--- config.mk ---
export PLATFORM = sky130hd
export DESIGN_NAME = dref_sched
export DESIGN_NICKNAME = d
export VERILOG_FILES = /design/src/rtl/dref_pkg.sv /design/src/rtl/dref_timebase.sv /design/src/rtl/dref_owed.sv /design/src/rtl/dref_cycle.sv /design/src/rtl/dref_sched.sv
export SDC_FILE = /design/constraint.sdc
export NUM_CORES = 1
export LEC_CHECK = 0
export ABC_AREA = 1
export BUFFER_PORTS_ARGS = -buffer_cell sky130_fd_sc_hd__buf_2
export CORE_MARGIN = 2
export CORE_UTILIZATION = 60
export CTS_CLUSTER_DIAMETER = 50
export DETAILED_ROUTE_END_ITERATION = 16
export GPL_TIMING_DRIVEN = 0
export MAX_ROUTING_LAYER = met4
export PLACE_DENSITY = 0.78
export REMOVE_ABC_BUFFERS = 1
export SLEW_MARGIN = 5
export SYNTH_ARGS = -nofsm -noshare
export SYNTH_HDL_FRONTEND = slang
export SYNTH_SLANG_ARGS = --single-unit
--- constraint.sdc ---
create_clock -name clk -period 2.7 [get_ports clk]
set_input_delay 0.405 -clock clk [delete_from_list [all_inputs] [get_ports clk]]
set_output_delay 0.405 -clock clk [all_outputs]
set_load 0.03 [all_outputs]
--- src/rtl/dref_pkg.sv ---
package dref_pkg;

  typedef enum logic [1:0] {
    PH_WAIT = 2'd0,
    PH_INIT = 2'd1,
    PH_RUN  = 2'd2
  } phase_t;

  typedef enum logic [2:0] {
    CY_IDLE   = 3'd0,
    CY_GUARD  = 3'd1,
    CY_LEAD   = 3'd2,
    CY_STROBE = 3'd3,
    CY_PRECH  = 3'd4
  } cyc_t;

endpackage

--- src/rtl/dref_timebase.sv ---
// Start-up delay, initialization phase tracking and periodic interval tick.
module dref_timebase
  import dref_pkg::*;
#(
  parameter int unsigned STARTUP_CYC  = 50000,
  parameter int unsigned REF_INTERVAL = 3900
) (
  input  logic   clk,
  input  logic   rst_n,
  input  logic   cyc_idle,
  input  logic   owed_zero,
  output phase_t phase,
  output logic   init_load,
  output logic   tick
);

  localparam int unsigned WAIT_W = $clog2(STARTUP_CYC + 1);
  localparam int unsigned IVL_W  = $clog2(REF_INTERVAL + 1);
  localparam logic [WAIT_W-1:0] WAIT_LAST = WAIT_W'(STARTUP_CYC - 1);
  localparam logic [IVL_W-1:0]  IVL_LAST  = IVL_W'(REF_INTERVAL - 1);

  phase_t            phase_q, phase_d;
  logic [WAIT_W-1:0] wait_q, wait_d;
  logic [IVL_W-1:0]  ivl_q, ivl_d;
  logic              wait_en, ivl_en;

  always_comb begin
    phase_d   = phase_q;
    wait_d    = wait_q;
    ivl_d     = ivl_q;
    init_load = 1'b0;
    tick      = 1'b0;
    wait_en   = 1'b0;
    ivl_en    = 1'b0;
    case (phase_q)
      PH_WAIT: begin
        if (wait_q == WAIT_LAST) begin
          phase_d   = PH_INIT;
          init_load = 1'b1;
        end else begin
          wait_en = 1'b1;
          wait_d  = wait_q + 1'b1;
        end
      end
      PH_INIT: begin
        if (cyc_idle && owed_zero) phase_d = PH_RUN;
      end
      PH_RUN: begin
        ivl_en = 1'b1;
        if (ivl_q == IVL_LAST) begin
          tick  = 1'b1;
          ivl_d = '0;
        end else begin
          ivl_d = ivl_q + 1'b1;
        end
      end
      default: phase_d = PH_WAIT;
    endcase
  end

  always_ff @(posedge clk or negedge rst_n) begin
    if (!rst_n) begin
      phase_q <= PH_WAIT;
      wait_q  <= '0;
      ivl_q   <= '0;
    end else begin
      phase_q <= phase_d;
      if (wait_en) wait_q <= wait_d;
      if (ivl_en)  ivl_q  <= ivl_d;
    end
  end

  assign phase = phase_q;

endmodule

--- src/rtl/dref_owed.sv ---
// Saturating count of refreshes owed to the memory.
module dref_owed #(
  parameter int unsigned PEND_MAX = 8,
  parameter int unsigned INIT_CNT = 8,
  localparam int unsigned CAP    = (PEND_MAX > INIT_CNT) ? PEND_MAX : INIT_CNT,
  localparam int unsigned OWED_W = $clog2(CAP + 1)
) (
  input  logic              clk,
  input  logic              rst_n,
  input  logic              load,
  input  logic              inc,
  input  logic              dec,
  output logic [OWED_W-1:0] owed,
  output logic              owed_zero
);

  localparam logic [OWED_W-1:0] SAT_V  = OWED_W'(PEND_MAX);
  localparam logic [OWED_W-1:0] INIT_V = OWED_W'(INIT_CNT);

  logic [OWED_W-1:0] owed_q, owed_d;
  logic              owed_en;

  always_comb begin
    owed_d  = owed_q;
    owed_en = 1'b0;
    if (load) begin
      owed_en = 1'b1;
      owed_d  = INIT_V;
    end else if (inc && !dec) begin
      if (owed_q < SAT_V) begin
        owed_en = 1'b1;
        owed_d  = owed_q + 1'b1;
      end
    end else if (dec && !inc) begin
      if (owed_q != '0) begin
        owed_en = 1'b1;
        owed_d  = owed_q - 1'b1;
      end
    end
  end

  always_ff @(posedge clk or negedge rst_n) begin
    if (!rst_n) begin
      owed_q <= '0;
    end else if (owed_en) begin
      owed_q <= owed_d;
    end
  end

  assign owed      = owed_q;
  assign owed_zero = (owed_q == '0);

endmodule

--- src/rtl/dref_cycle.sv ---
// One CAS-before-RAS refresh cycle: guard, CAS lead, strobe low, precharge.
module dref_cycle
  import dref_pkg::*;
#(
  parameter int unsigned T_WE_GUARD = 3,
  parameter int unsigned T_CAS_LEAD = 2,
  parameter int unsigned T_RAS_LOW  = 13,
  parameter int unsigned T_PRECHG   = 8
) (
  input  logic clk,
  input  logic rst_n,
  input  logic start_ok,
  output logic ras_n,
  output logic cas_n,
  output logic cyc_idle,
  output logic strobe_done
);

  localparam int unsigned M1    = (T_WE_GUARD > T_CAS_LEAD) ? T_WE_GUARD : T_CAS_LEAD;
  localparam int unsigned M2    = (T_RAS_LOW > T_PRECHG) ? T_RAS_LOW : T_PRECHG;
  localparam int unsigned D_MAX = (M1 > M2) ? M1 : M2;
  localparam int unsigned CNT_W = $clog2(D_MAX + 1);
  localparam logic [CNT_W-1:0] GUARD_M1  = CNT_W'(T_WE_GUARD - 1);
  localparam logic [CNT_W-1:0] LEAD_M1   = CNT_W'(T_CAS_LEAD - 1);
  localparam logic [CNT_W-1:0] STROBE_M1 = CNT_W'(T_RAS_LOW - 1);
  localparam logic [CNT_W-1:0] PRECH_M1  = CNT_W'(T_PRECHG - 1);

  cyc_t             state_q, state_d;
  logic [CNT_W-1:0] cnt_q, cnt_d;
  logic             ras_q, cas_q;
  logic             ras_d, cas_d;
  logic             last;

  assign last = (cnt_q == '0);

  always_comb begin
    state_d     = state_q;
    cnt_d       = last ? cnt_q : cnt_q - 1'b1;
    strobe_done = 1'b0;
    case (state_q)
      CY_IDLE: begin
        cnt_d = cnt_q;
        if (start_ok) begin
          state_d = CY_GUARD;
          cnt_d   = GUARD_M1;
        end
      end
      CY_GUARD: if (last) begin
        state_d = CY_LEAD;
        cnt_d   = LEAD_M1;
      end
      CY_LEAD: if (last) begin
        state_d = CY_STROBE;
        cnt_d   = STROBE_M1;
      end
      CY_STROBE: if (last) begin
        state_d     = CY_PRECH;
        cnt_d       = PRECH_M1;
        strobe_done = 1'b1;
      end
      CY_PRECH: if (last) begin
        state_d = CY_IDLE;
      end
      default: state_d = CY_IDLE;
    endcase
  end

  // Strobes are registered from the next state so they match state_q.
  always_comb begin
    ras_d = !(state_d == CY_STROBE);
    cas_d = !((state_d == CY_LEAD) || (state_d == CY_STROBE));
  end

  always_ff @(posedge clk or negedge rst_n) begin
    if (!rst_n) begin
      state_q <= CY_IDLE;
      cnt_q   <= '0;
      ras_q   <= 1'b1;
      cas_q   <= 1'b1;
    end else begin
      state_q <= state_d;
      cnt_q   <= cnt_d;
      ras_q   <= ras_d;
      cas_q   <= cas_d;
    end
  end

  assign ras_n    = ras_q;
  assign cas_n    = cas_q;
  assign cyc_idle = (state_q == CY_IDLE);

endmodule

--- src/rtl/dref_sched.sv ---
// Power-up initialization and periodic CAS-before-RAS refresh scheduler.
module dref_sched
  import dref_pkg::*;
#(
  parameter int unsigned STARTUP_CYC  = 50000,
  parameter int unsigned INIT_CNT     = 8,
  parameter int unsigned REF_INTERVAL = 3900,
  parameter int unsigned PEND_MAX     = 8,
  parameter int unsigned T_WE_GUARD   = 3,
  parameter int unsigned T_CAS_LEAD   = 2,
  parameter int unsigned T_RAS_LOW    = 13,
  parameter int unsigned T_PRECHG     = 8,
  localparam int unsigned CAP    = (PEND_MAX > INIT_CNT) ? PEND_MAX : INIT_CNT,
  localparam int unsigned OWED_W = $clog2(CAP + 1)
) (
  input  logic              clk,
  input  logic              rst_n,
  input  logic              bus_gnt,
  output logic              bus_req,
  output logic              ras_n,
  output logic              cas_n,
  output logic              we_n,
  output logic              init_done,
  output logic [OWED_W-1:0] owed_cnt
);

  phase_t phase;
  logic   init_load, tick;
  logic   cyc_idle, strobe_done, owed_zero;
  logic   live, start_ok;

  dref_timebase #(
    .STARTUP_CYC (STARTUP_CYC),
    .REF_INTERVAL(REF_INTERVAL)
  ) u_tb (
    .clk      (clk),
    .rst_n    (rst_n),
    .cyc_idle (cyc_idle),
    .owed_zero(owed_zero),
    .phase    (phase),
    .init_load(init_load),
    .tick     (tick)
  );

  dref_owed #(
    .PEND_MAX(PEND_MAX),
    .INIT_CNT(INIT_CNT)
  ) u_owed (
    .clk      (clk),
    .rst_n    (rst_n),
    .load     (init_load),
    .inc      (tick),
    .dec      (strobe_done),
    .owed     (owed_cnt),
    .owed_zero(owed_zero)
  );

  assign live     = (phase != PH_WAIT);
  assign start_ok = live && bus_gnt && !owed_zero;

  dref_cycle #(
    .T_WE_GUARD(T_WE_GUARD),
    .T_CAS_LEAD(T_CAS_LEAD),
    .T_RAS_LOW (T_RAS_LOW),
    .T_PRECHG  (T_PRECHG)
  ) u_cyc (
    .clk        (clk),
    .rst_n      (rst_n),
    .start_ok   (start_ok),
    .ras_n      (ras_n),
    .cas_n      (cas_n),
    .cyc_idle   (cyc_idle),
    .strobe_done(strobe_done)
  );

  assign bus_req   = (live && !owed_zero) || !cyc_idle;
  assign we_n      = 1'b1;
  assign init_done = (phase == PH_RUN);

endmodule

==> out/metrics.yaml, run 1 <==
critical_path:
  cp_slowest_stage_delay_ns: 0.39
  worst_setup_path_start_kind: "register"
  r2r_cells: 15
  setup.worst_path.start: "u_tb.ivl_q[0]"
  crit_required_ns: 2.89
  crit_path_frequent_cell: "nand2_1"
  cp_max_fo: 4
  crit_chain: "ha_1 > inv_1 > nor3_1 > nand4_1 > inv_1 > ha_1 > inv_1 > ha_4 > nand3_1 > nand2_1 > nand2_1 > nand2_1 > nand2_1 > nand2_1 > nand2_1"
  crit_type: "reg -> reg"
  worstSetupEndpoint: "u_owed.owed[3]"
  r2r_start: "u_tb.ivl_q[0]"
  r2r_slack_ns: 0.26
  worst_path_max_delay_cell: "dfrtp_1"
  critPathArrivalTime_ns: 2.63
  r2r-end: "u_owed.owed[3]"
  critPathCaptureType: "register"
yosys:
  yosys_warnings: 0
  netlist_instances: 391
  synth_area_leader_cell: "dfrtp_1"
  synth_top_flop_cell: "dfrtp_1"
  yosys.cell_types.count: 31
  synthTopCellsByCount: "132 x nand2_1, 57 x nor2_1, 48 x inv_1"
  synth_most_common_cell: "nand2_1"
  synth_area_per_cell_um2: 6.960
  synth_area_um2: 2721
  ys_seq_area_frac: 0.3963
  yosys.area.top_type_share: 0.3770
  synth_edf_count: 0
  ys_ff_latch: 43
  ys_async_sr_fraction: 1.000
  synth_area_leaders: "dfrtp_1 38%, nand2_1 18%, nor2_1 7.9%"
floorplanning:
  fp.dieW_um: 71.35
  io_pins: 12
  fp.dieArea_um2: 5090
  num_rows: 24
  dieHeight_um: 71.35
  initial_utilization: 0.6250
  core_um2: 4354
global_routing:
  grt_pass1_vias: 2213
  use_met3: 0.04641
  grt_max_degree: 44
  met1_usage: 0.2985
  gr-total-overflow: 0
  grtUsageTotal: 0.2365
  top_usage_layer: "met2"
  antenna_found_initial: 0
  grt_first_pass_wirelength_um: 9487
  use_met2: 0.3868
worst_hold_path:
  hp-class: "in -> async"
placement:
  routabilityCongestion: 0.9328
  port_buffers: 10
  post-place-ws_ns: 0.1536
  dpl.hpwl_um: 3858
timing:
  slew_headroom: 0.3862
  setup_tns_ns: 0
  worstMarginPinSlew_ns: 0.9207
  fin_crit_ns: 2.439
  hold_viol: 0
  finalSetupViolations: 0
  drv_slew: 0
  fmax_ghz: 0.4100
  fin_worst_skew_ns: 0.009151
  fin_crit_sh: 0.9033
  rsz0062_at_grt: "no"
  setup_ws_ns: 0.2612
routing:
  route.vias.total: 2360
  post_drt_via_cell_ratio: 5.175
  drt_iter0_markers: 143
  wirelength_um: 5201
  drt_first_pass_iters: 4
  ant_nets: 0
  route.detailed.drc: 0
  avgRoutedWirePerCell_um: 11.41
clock_tree:
  post_cts_buffers: 0
  clk_path_buf_depth: 2
  path_clk_slew_ns: 0.08
  hold_buffers: 0
  ctsRootBufferMaster: "clkbuf_8"
  cts_tree: "built"
  clk_latency_ns: 0.30
  htreeDepth: 2
  cts_sinks: 43
  numCtsBuffers: 5
power_and_ir_drop:
  leakagePower_uw: 0.001472
  seq_power_share: 0.598
  p_comb_frac: 0.014
  p_total_uw: 1076
  p_int_uw: 845.4
  p_per_area_nw_per_um2: 369.2
  p_sw_frac: 0.2139
  switchingPower_uw: 230.1
  ir_worst_vdd_mv: 0.2023
  power.share.clock: 0.388
cells_and_area:
  antenna_cells: 0
  finish.utilization: 0.6690
  drive_above_1_share: 0.07921
  syn_to_final_growth_pct: 7.034
  layout.nets: 418
outcome:
  status: "complete, no violations"
run:
  drv_cap: 0
[final cells by class]
cell class | instances | area [um^2]
fillers | 377 | 1441
inverters | 49 | 183.9
clock inverters | 1 | 5.005
multi-input cells | 295 | 1448
repair buffers | 10 | 50.05
clock buffers | 6 | 82.58
well taps | 52 | 65.06
flip-flops and latches | 43 | 1079
[flip-flops by register name (all words and copies together) (netlist names)]
signal / flops
u_tb.wait_q: 16
u_tb.ivl_q: 12
u_cyc.state_q: 3
u_cyc.cnt_q: 4
u_cyc.cas_n: 1
u_tb.phase: 2
u_cyc.ras_n: 1
u_owed.owed: 4
[cell usage in the layout (no fill, tap or decap)]
cell type / instances
nand3_2: 1
a21oi_2: 2
nor2_1: 57
clkinv_2: 1
nand3_1: 31
nand2_1: 132
nor3_1: 7
o31ai_1: 1
a21oi_1: 3
nand4_1: 12
inv_1: 47
o21bai_1: 1
clkbuf_8: 6
ha_1: 9
inv_2: 2
buf_2: 10
nand2_4: 1
nand3b_1: 1
nand3_4: 1
o221ai_1: 1
conb_1: 1
nor2_2: 1
xnor2_1: 6
dfstp_2: 2
xor2_1: 3
dfrtp_1: 41
o21ai_1: 1
nand2_2: 2
ha_4: 1
fa_1: 1
nor2_4: 1
o21ai_0: 17
nor3_2: 1
[critical path, delay by kind of cell (launching register included)]
family / cells / cell delay, ns
simple gates: 9 / 0.84
fa+ha+maj: 3 / 0.76
buf+inv: 3 / 0.34
flops: 1 / 0.39
[metrics by stage]
step / hold WS (ns) / cells / cell area [um^2]
floorplan: 0.1094 / 387 / 2689
global placement: 0.4657 / 449 / 2804
detailed placement: 0.4660 / 449 / 2804
CTS: 0.2824 / 456 / 2892
global route: 0.3364 / 456 / 2913
finish: 0.2347 / 456 / 2913
[layer usage]
metal | share of wire | vias up | wire length [um]
li1 | - | 1262 | -
met1 | 0.50 | 1064 | 2611
met2 | 0.46 | 27 | 2375
met3 | 0.028 | 7 | 147
met4 | 0.013 | 0 | 67
met5 | 0 | - | 0
[how the worst min path moves through the flow]
stage / start / endpoint / slack, ns
4_1_cts: rst_n / u_tb.ivl_q[10] / 0.28
6_report: rst_n / u_tb.ivl_q[10] / 0.23
3_5_place_dp: u_cyc.cnt_q[1] / u_cyc.cnt_q[1] / 0.47
5_1_grt: rst_n / u_tb.ivl_q[10] / 0.34
3_3_place_gp: u_cyc.cnt_q[1] / u_cyc.cnt_q[1] / 0.47
2_1_floorplan: rst_n / u_cyc.cnt_q[0] / 0.11
[cell families after synthesis]
family,share of synthesized area
simple gates,0.3880
other cells,0.001378
buf+inv,0.07954
flops,0.3963
xor+xnor,0.02897
fa+ha+maj,0.05333
compound gates,0.05241
[power by group through the flow]
stage / sequential [uW] / combinational, uW / clock, uW
6_report: 644 / 14.8 / 417
4_1_cts: 643 / 16.2 / 431
3_5_place_dp: 656 / 16.3 / 0
3_3_place_gp: 656 / 16.1 / 0
5_1_grt: 644 / 18.2 / 453
2_1_floorplan: 656 / 1.81 / 0
[repair_timing]
| action | in CTS | in global routing |
|---|---|---|
| resized for setup | 0 | 4 |
| endpoints found under the setup margin | 0 | 1 |
| endpoints found under the hold margin | 0 | 0 |
Note: power is estimated with default switching activity, not from simulation.
==> inputs of run 2 (changes only) <==
--- a/config.mk
+++ b/config.mk
@@ -14,7 +14,6 @@
 export GPL_TIMING_DRIVEN = 0
 export MAX_ROUTING_LAYER = met4
 export PLACE_DENSITY = 0.78
-export REMOVE_ABC_BUFFERS = 1
 export SLEW_MARGIN = 5
 export SYNTH_ARGS = -nofsm -noshare
 export SYNTH_HDL_FRONTEND = slang
==> run 2 against run 1 <==
Critical path depth is 1 lower. Clock power rose by 7.2%. Die area did not move. Final cell count grew 1.1%. Clock-buffer cell count grew 2. Total power increased by 2.9%. Highest routed layer unchanged. Register-to-register slack hardly changed. Global-route usage grew 0.13 points. Flip-flop and latch count stayed put.
==> out/metrics.yaml, run 2 (synthesized netlist as in run 1, its figures left out) <==
outcome:
  status: "complete, no violations"
cells_and_area:
  top_regs: "u_tb.wait_q (16), u_tb.ivl_q (12)"
  largest_register: "u_tb.wait_q"
  drive_above_1_share: 0.08313  # +0.003922
  largest_reg_flops: 16  # unchanged
  syn_to_final_growth_pct: 8.092
  layout.nets: 422  # +0.96%
  final_common_cell: "nand2_1"
  antenna_cells: 0  # unchanged
  final_cell_mix: "132 x nand2_1, 57 x nor2_1, 47 x inv_1, 41 x dfrtp_1, 31 x nand3_1"
  finalInstanceArea_um2: 2942  # +0.99%
global_routing:
  grt_pass1_vias: 2182  # -1.4%
  grt_max_degree: 44  # unchanged
  grtUsageTotal: 0.2378  # +0.001303
  grt_first_pass_wirelength_um: 9377  # -1.2%
  use_met2: 0.3879  # +0.001029
  top_usage_layer: "met2"
  use_met3: 0.04641  # unchanged
  met1_usage: 0.3071  # +0.008523
  gr-total-overflow: 0  # unchanged
  antenna_found_initial: 0  # unchanged
floorplanning:
  core_um2: 4354  # unchanged
  num_rows: 24  # unchanged
  fp.dieW_um: 71.35  # unchanged
  dieHeight_um: 71.35  # unchanged
  fp.dieArea_um2: 5090  # unchanged
  io_pins: 12  # unchanged
  initial_utilization: 0.6250  # unchanged
timing:
  worstMarginPinSlew_ns: 0.9544  # +0.03373 ns
  setup_tns_ns: 0  # unchanged
  slew_headroom: 0.3637  # -0.02249
  hold_viol: 0  # unchanged
  fin_crit_ns: 2.446  # +0.007596 ns
  finalHoldWorstSlack_ns: 0.2498  # +0.01509 ns
  finalSetupViolations: 0  # unchanged
  fmax_ghz: 0.4088  # -0.31%
  rsz0062_at_grt: "no"
  fin_crit_sh: 0.9061  # +0.002813
  drv_slew: 0  # unchanged
  fin_worst_skew_ns: 0.004501  # -0.004650 ns
critical_path:
  crit_family: "adder cells"
  cp_max_fo: 4  # unchanged
  path_depth: 14  # -1
  worst_path_max_delay_cell: "dfrtp_1"
  crit_buf_inv: 3  # unchanged
  crit_chain: "ha_1 > inv_1 > nor3_1 > nand4_1 > inv_1 > ha_1 > inv_1 > ha_1 > a21oi_1 > nand3_1 > nand2_1 > nand2_1 > nand2_1 > nand2_1"
  crit_type: "reg -> reg"
  critPathCaptureType: "register"
  critPathArrivalTime_ns: 2.64  # about the same
  cp_slowest_stage_delay_ns: 0.38  # about the same
  worst_setup_path_start_kind: "register"
  crit_required_ns: 2.89  # about the same
  crit_path_frequent_cell: "nand2_1"
  r2r_cells: 14  # -1
clock_tree:
  clk_path_buf_depth: 2  # unchanged
  hold_buffers: 0  # unchanged
  cts_tree: "built"
  numCtsBuffers: 5  # unchanged
  cts_sinks: 43  # unchanged
  path_clk_slew_ns: 0.08  # about the same
  htreeDepth: 2  # unchanged
  clk_latency_ns: 0.29  # about the same
  ctsRootBufferMaster: "clkbuf_8"
  post_cts_buffers: 0  # unchanged
routing:
  drt_iter0_markers: 134  # -6.3%
  route.vias.total: 2440  # +3.4%
  wirelength_um: 5465  # +5.1%
  post_drt_via_cell_ratio: 5.293  # +2.3%
  ant_nets: 0  # unchanged
  drt_first_pass_iters: 5  # +1
  avgRoutedWirePerCell_um: 11.85  # +3.9%
  route.detailed.drc: 0  # unchanged
placement:
  port_buffers: 10  # unchanged
  dpl.hpwl_um: 4028  # +4.4%
  dpl_cell_area_um2: 2836  # +1.2%
  routabilityCongestion: 0.9104  # -2.4%
yosys:
  synth_nets: 405
worst_hold_path:
  hp-class: "in -> async"
run:
  drv_cap: 0  # unchanged
power_and_ir_drop:
  p_per_area_nw_per_um2: 376.2  # +1.9%
  p_total_uw: 1107  # +2.9%
  ir_worst_vdd_mv: 0.2495  # +23%
  leakagePower_uw: 0.001494  # +1.5%
## run 2: cell count changes in the layout (fill, tap and decap cells not counted), sizes merged
cell and delta:
clkinv -1, buf +4, clkbuf +2
## run 2: through the flow
step,utilization,worst slack (ns),instances
floorplan,-,0.5049,391
global placement,0.6514,0.2685,453
finish,0.6756,0.2536,461
CTS,0.6744,0.1560,461
detailed placement,0.6514,0.1678,453
global route,0.6756,0.03428,461
## run 2: layout make-up
class                           instances  area, um^2
Sequential cell                        43        1079
Multi-Input combinational cell        295        1431
Tap cell                               52       65.06
Buffer                                  4       32.53
Timing Repair Buffer                   10       50.05
Fill cell                             392        1413
Clock buffer                            8       100.1
Inverter                               49       183.9
## run 2: what timing repair did
item	4_1_cts	5_1_grt
hold endpoints to repair	0	0
gates resized for setup	0	2
endpoints found under the setup margin	0	1
## run 2: report_power, final
group | internal [uW] | total, uW | switching, uW
registers | 643 | 643 | 0
clock network | 234 | 447 | 213
logic | 2.01 | 16.3 | 14.3
## run 2: path summary, 6_finish.rpt
check | start | end | slack, ns
hold reg to reg | u_cyc.cnt_q[1] | u_cyc.cnt_q[1] | 0.49
setup reg to reg | u_tb.ivl_q[0] | u_owed.owed[3] | 0.25
hold / removal | rst_n | u_tb.ivl_q[11] | 0.25
max in group asynchronous | rst_n | u_tb.wait_q[7] | 1.85
setup / recovery | u_tb.ivl_q[0] | u_owed.owed[3] | 0.25
min in group clk | bus_gnt | u_cyc.state_q[0] | 0.43
## run 2: per-layer routing
layer | vias up | share of wire
li1 | 1269 | -
met1 | 1098 | 0.46
met2 | 66 | 0.49
met3 | 7 | 0.039
met4 | 0 | 0.013
met5 | - | 0
==> inputs of run 3 (changes only) <==
--- a/config.mk
+++ b/config.mk
@@ -7,7 +7,8 @@
 export LEC_CHECK = 0
 export ABC_AREA = 1
 export BUFFER_PORTS_ARGS = -buffer_cell sky130_fd_sc_hd__buf_2
-export CORE_MARGIN = 2
+export CORE_ASPECT_RATIO = 1.2
+export CORE_MARGIN = 3
 export CORE_UTILIZATION = 60
 export CTS_CLUSTER_DIAMETER = 50
 export DETAILED_ROUTE_END_ITERATION = 16
==> run 3 against run 2 <==
Combinational power is essentially flat. Hold slack gained 0.0078 ns. First-iteration DRC count grew 1.5%. Utilization grew 1.4 points. Final cell count grew 0.87%. Final area grew 1.5%. Global-route usage shrank 0.51 points. Critical path depth is the same. Clock skew grew 0.011 ns. Critical path type unchanged. Highest routed layer unchanged.
==> out/metrics.yaml, run 3 (synthesized netlist as in run 1, its figures left out) <==
clock_tree:
  numCtsBuffers: 5  # unchanged
  cts_sinks: 43  # unchanged
  clk_latency_ns: 0.30  # about the same
  post_cts_buffers: 0  # unchanged
  htreeDepth: 2  # unchanged
  hold_buffers: 0  # unchanged
  clk_path_buf_depth: 2  # unchanged
  cts_tree: "built"
  ctsRootBufferMaster: "clkbuf_8"
  path_clk_slew_ns: 0.09  # about the same
timing:
  finalSetupViolations: 0  # unchanged
  fin_crit_sh: 0.9144  # +0.008269
  fin_worst_skew_ns: 0.01526  # +0.01076 ns
  drv_slew: 0  # unchanged
  worstMarginPinSlew_ns: 0.9605  # +0.006047 ns
  rsz0062_at_grt: "no"
  slew_headroom: 0.3597  # -0.004031
  fin_crit_ns: 2.469  # +0.02233 ns
  setup_ws_ns: 0.2312  # -0.02233 ns
  fmax_ghz: 0.4051  # -0.90%
  hold_viol: 0  # unchanged
  setup_tns_ns: 0  # unchanged
cells_and_area:
  fillers: 381  # -2.8%
  multi_input_area_um2: 1434  # +0.18%
  top_regs: "u_tb.wait_q (16), u_tb.ivl_q (12)"
  layout.nets: 422  # unchanged
  largest_register: "u_tb.wait_q"
  final_common_cell: "nand2_1"
  finalInstanceArea_um2: 2985  # +1.5%
  drive_above_1_share: 0.08802  # +0.004890
  syn_to_final_growth_pct: 9.701
  final_cell_mix: "132 x nand2_1, 57 x nor2_1, 47 x inv_1, 41 x dfrtp_1, 31 x nand3_1"
  antenna_cells: 0  # unchanged
  register_area_um2: 1079  # unchanged
  largest_reg_flops: 16  # unchanged
power_and_ir_drop:
  p_total_uw: 1253  # +13%
  leakagePower_uw: 0.001505  # +0.79%
  ir_worst_vdd_mv: 0.2686  # +7.7%
  p_per_area_nw_per_um2: 419.8  # +12%
worst_hold_path:
  hp-class: "in -> async"
floorplanning:
  dieHeight_um: 79.78  # +12%
  initial_utilization: 0.6290  # +0.003976
  io_pins: 12  # unchanged
  fp.dieArea_um2: 5383  # +5.8%
  num_rows: 26  # +8.3%
  fp.dieW_um: 67.48  # -5.4%
  core_um2: 4327  # -0.63%
run:
  drv_cap: 0  # unchanged
critical_path:
  crit_buf_inv: 3  # unchanged
  r2r-end: "u_owed.owed[3]"
  r2r_start: "u_tb.ivl_q[0]"
  crit_type: "reg -> reg"
  r2r_cells: 14  # unchanged
  cp_slowest_stage_delay_ns: 0.38  # about the same
  crit_family: "adder cells"
  cp_max_fo: 4  # unchanged
  critPathCaptureType: "register"
  r2r_slack_ns: 0.23  # -0.02 ns
  worst_setup_path_start_kind: "register"
  crit_chain: "ha_1 > inv_1 > nor3_1 > nand4_1 > inv_1 > ha_2 > inv_1 > ha_1 > a21oi_1 > nand3_1 > nand2_1 > nand2_1 > nand2_1 > nand2_1"
  crit_path_frequent_cell: "nand2_1"
  critPathArrivalTime_ns: 2.65  # about the same
  worst_path_max_delay_cell: "dfrtp_1"
  crit_required_ns: 2.88  # about the same
global_routing:
  grt_first_pass_wirelength_um: 9584  # +2.2%
  grtUsageTotal: 0.2327  # -0.005110
  grt_max_degree: 44  # unchanged
  grt_pass1_vias: 2365  # +8.4%
  antenna_found_initial: 0  # unchanged
  gr-total-overflow: 0  # unchanged
routing:
  post_drt_via_cell_ratio: 5.204  # -1.7%
  avgRoutedWirePerCell_um: 11.76  # -0.82%
  ant_nets: 0  # unchanged
  drt_first_pass_iters: 4  # -1
  drt_iter0_markers: 136  # +1.5%
  route.vias.total: 2420  # -0.82%
  route.detailed.drc: 0  # unchanged
  wirelength_um: 5467  # about the same
placement:
  dpl_cell_area_um2: 2841  # +0.18%
  port_buffers: 10  # unchanged
  post-place-ws_ns: 0.1552  # -0.01255 ns
  routabilityCongestion: 0.9614  # +5.6%
  dpl.hpwl_um: 4079  # +1.3%
yosys:
  synth_nets: 405  # unchanged
outcome:
  status: "complete, no violations"
## run 3: per-stage QoR
stage	cells	util	hold slack [ns]
finish	465	0.6900	0.2576
global route	465	0.6900	0.3198
CTS	465	0.6883	0.2851
detailed placement	457	0.6567	0.4734
global placement	457	0.6567	0.4688
floorplan	391	-	0.1094
## run 3: report_power, final
part	internal [uW]	leakage, uW	switching [uW]
Combinational	2.01	0.000861	14.5
Sequential	644	0.000580	0
Clock	369	0.0000644	224
Total	1010	0.00151	239
## run 3: layer usage
| metal | track usage | vias to the layer above | part of all wire |
|---|---|---|---|
| li1 | - | 1260 | - |
| met1 | 0.2516 | 1106 | 0.42 |
| met2 | 0.4158 | 38 | 0.54 |
| met3 | 0.03239 | 16 | 0.021 |
| met4 | 0.09736 | 0 | 0.026 |
| met5 | - | - | 0 |
## run 3: worst max path at each step
stage	start	end	slack, ns	cells past startpoint
4_1_cts	u_cyc.cnt_q[0]	u_owed.owed[3]	0.13	14
3_3_place_gp	u_cyc.cnt_q[0]	u_owed.owed[3]	0.21	14
5_1_grt	u_tb.ivl_q[0]	u_owed.owed[3]	0.01	14
3_5_place_dp	u_cyc.cnt_q[0]	u_owed.owed[3]	0.16	14
6_report	u_tb.ivl_q[0]	u_owed.owed[3]	0.23	14
2_1_floorplan	u_cyc.cnt_q[0]	u_owed.owed[3]	0.50	14
## run 3: layout make-up
cell class | count | area share
inverters | 49 | 0.06161
clock inverters | 3 | 0.02263
flip-flops and latches | 43 | 0.3613
repair buffers | 10 | 0.01676
clock buffers | 5 | 0.02305
multi-input cells | 295 | 0.4803
well taps | 56 | 0.02347
plain buffers | 4 | 0.01090
## run 3: repair_timing
action                                 CTS  global route
setup endpoints to repair                0             1
endpoints found under the hold margin    0             0
gates resized for setup                  0             3
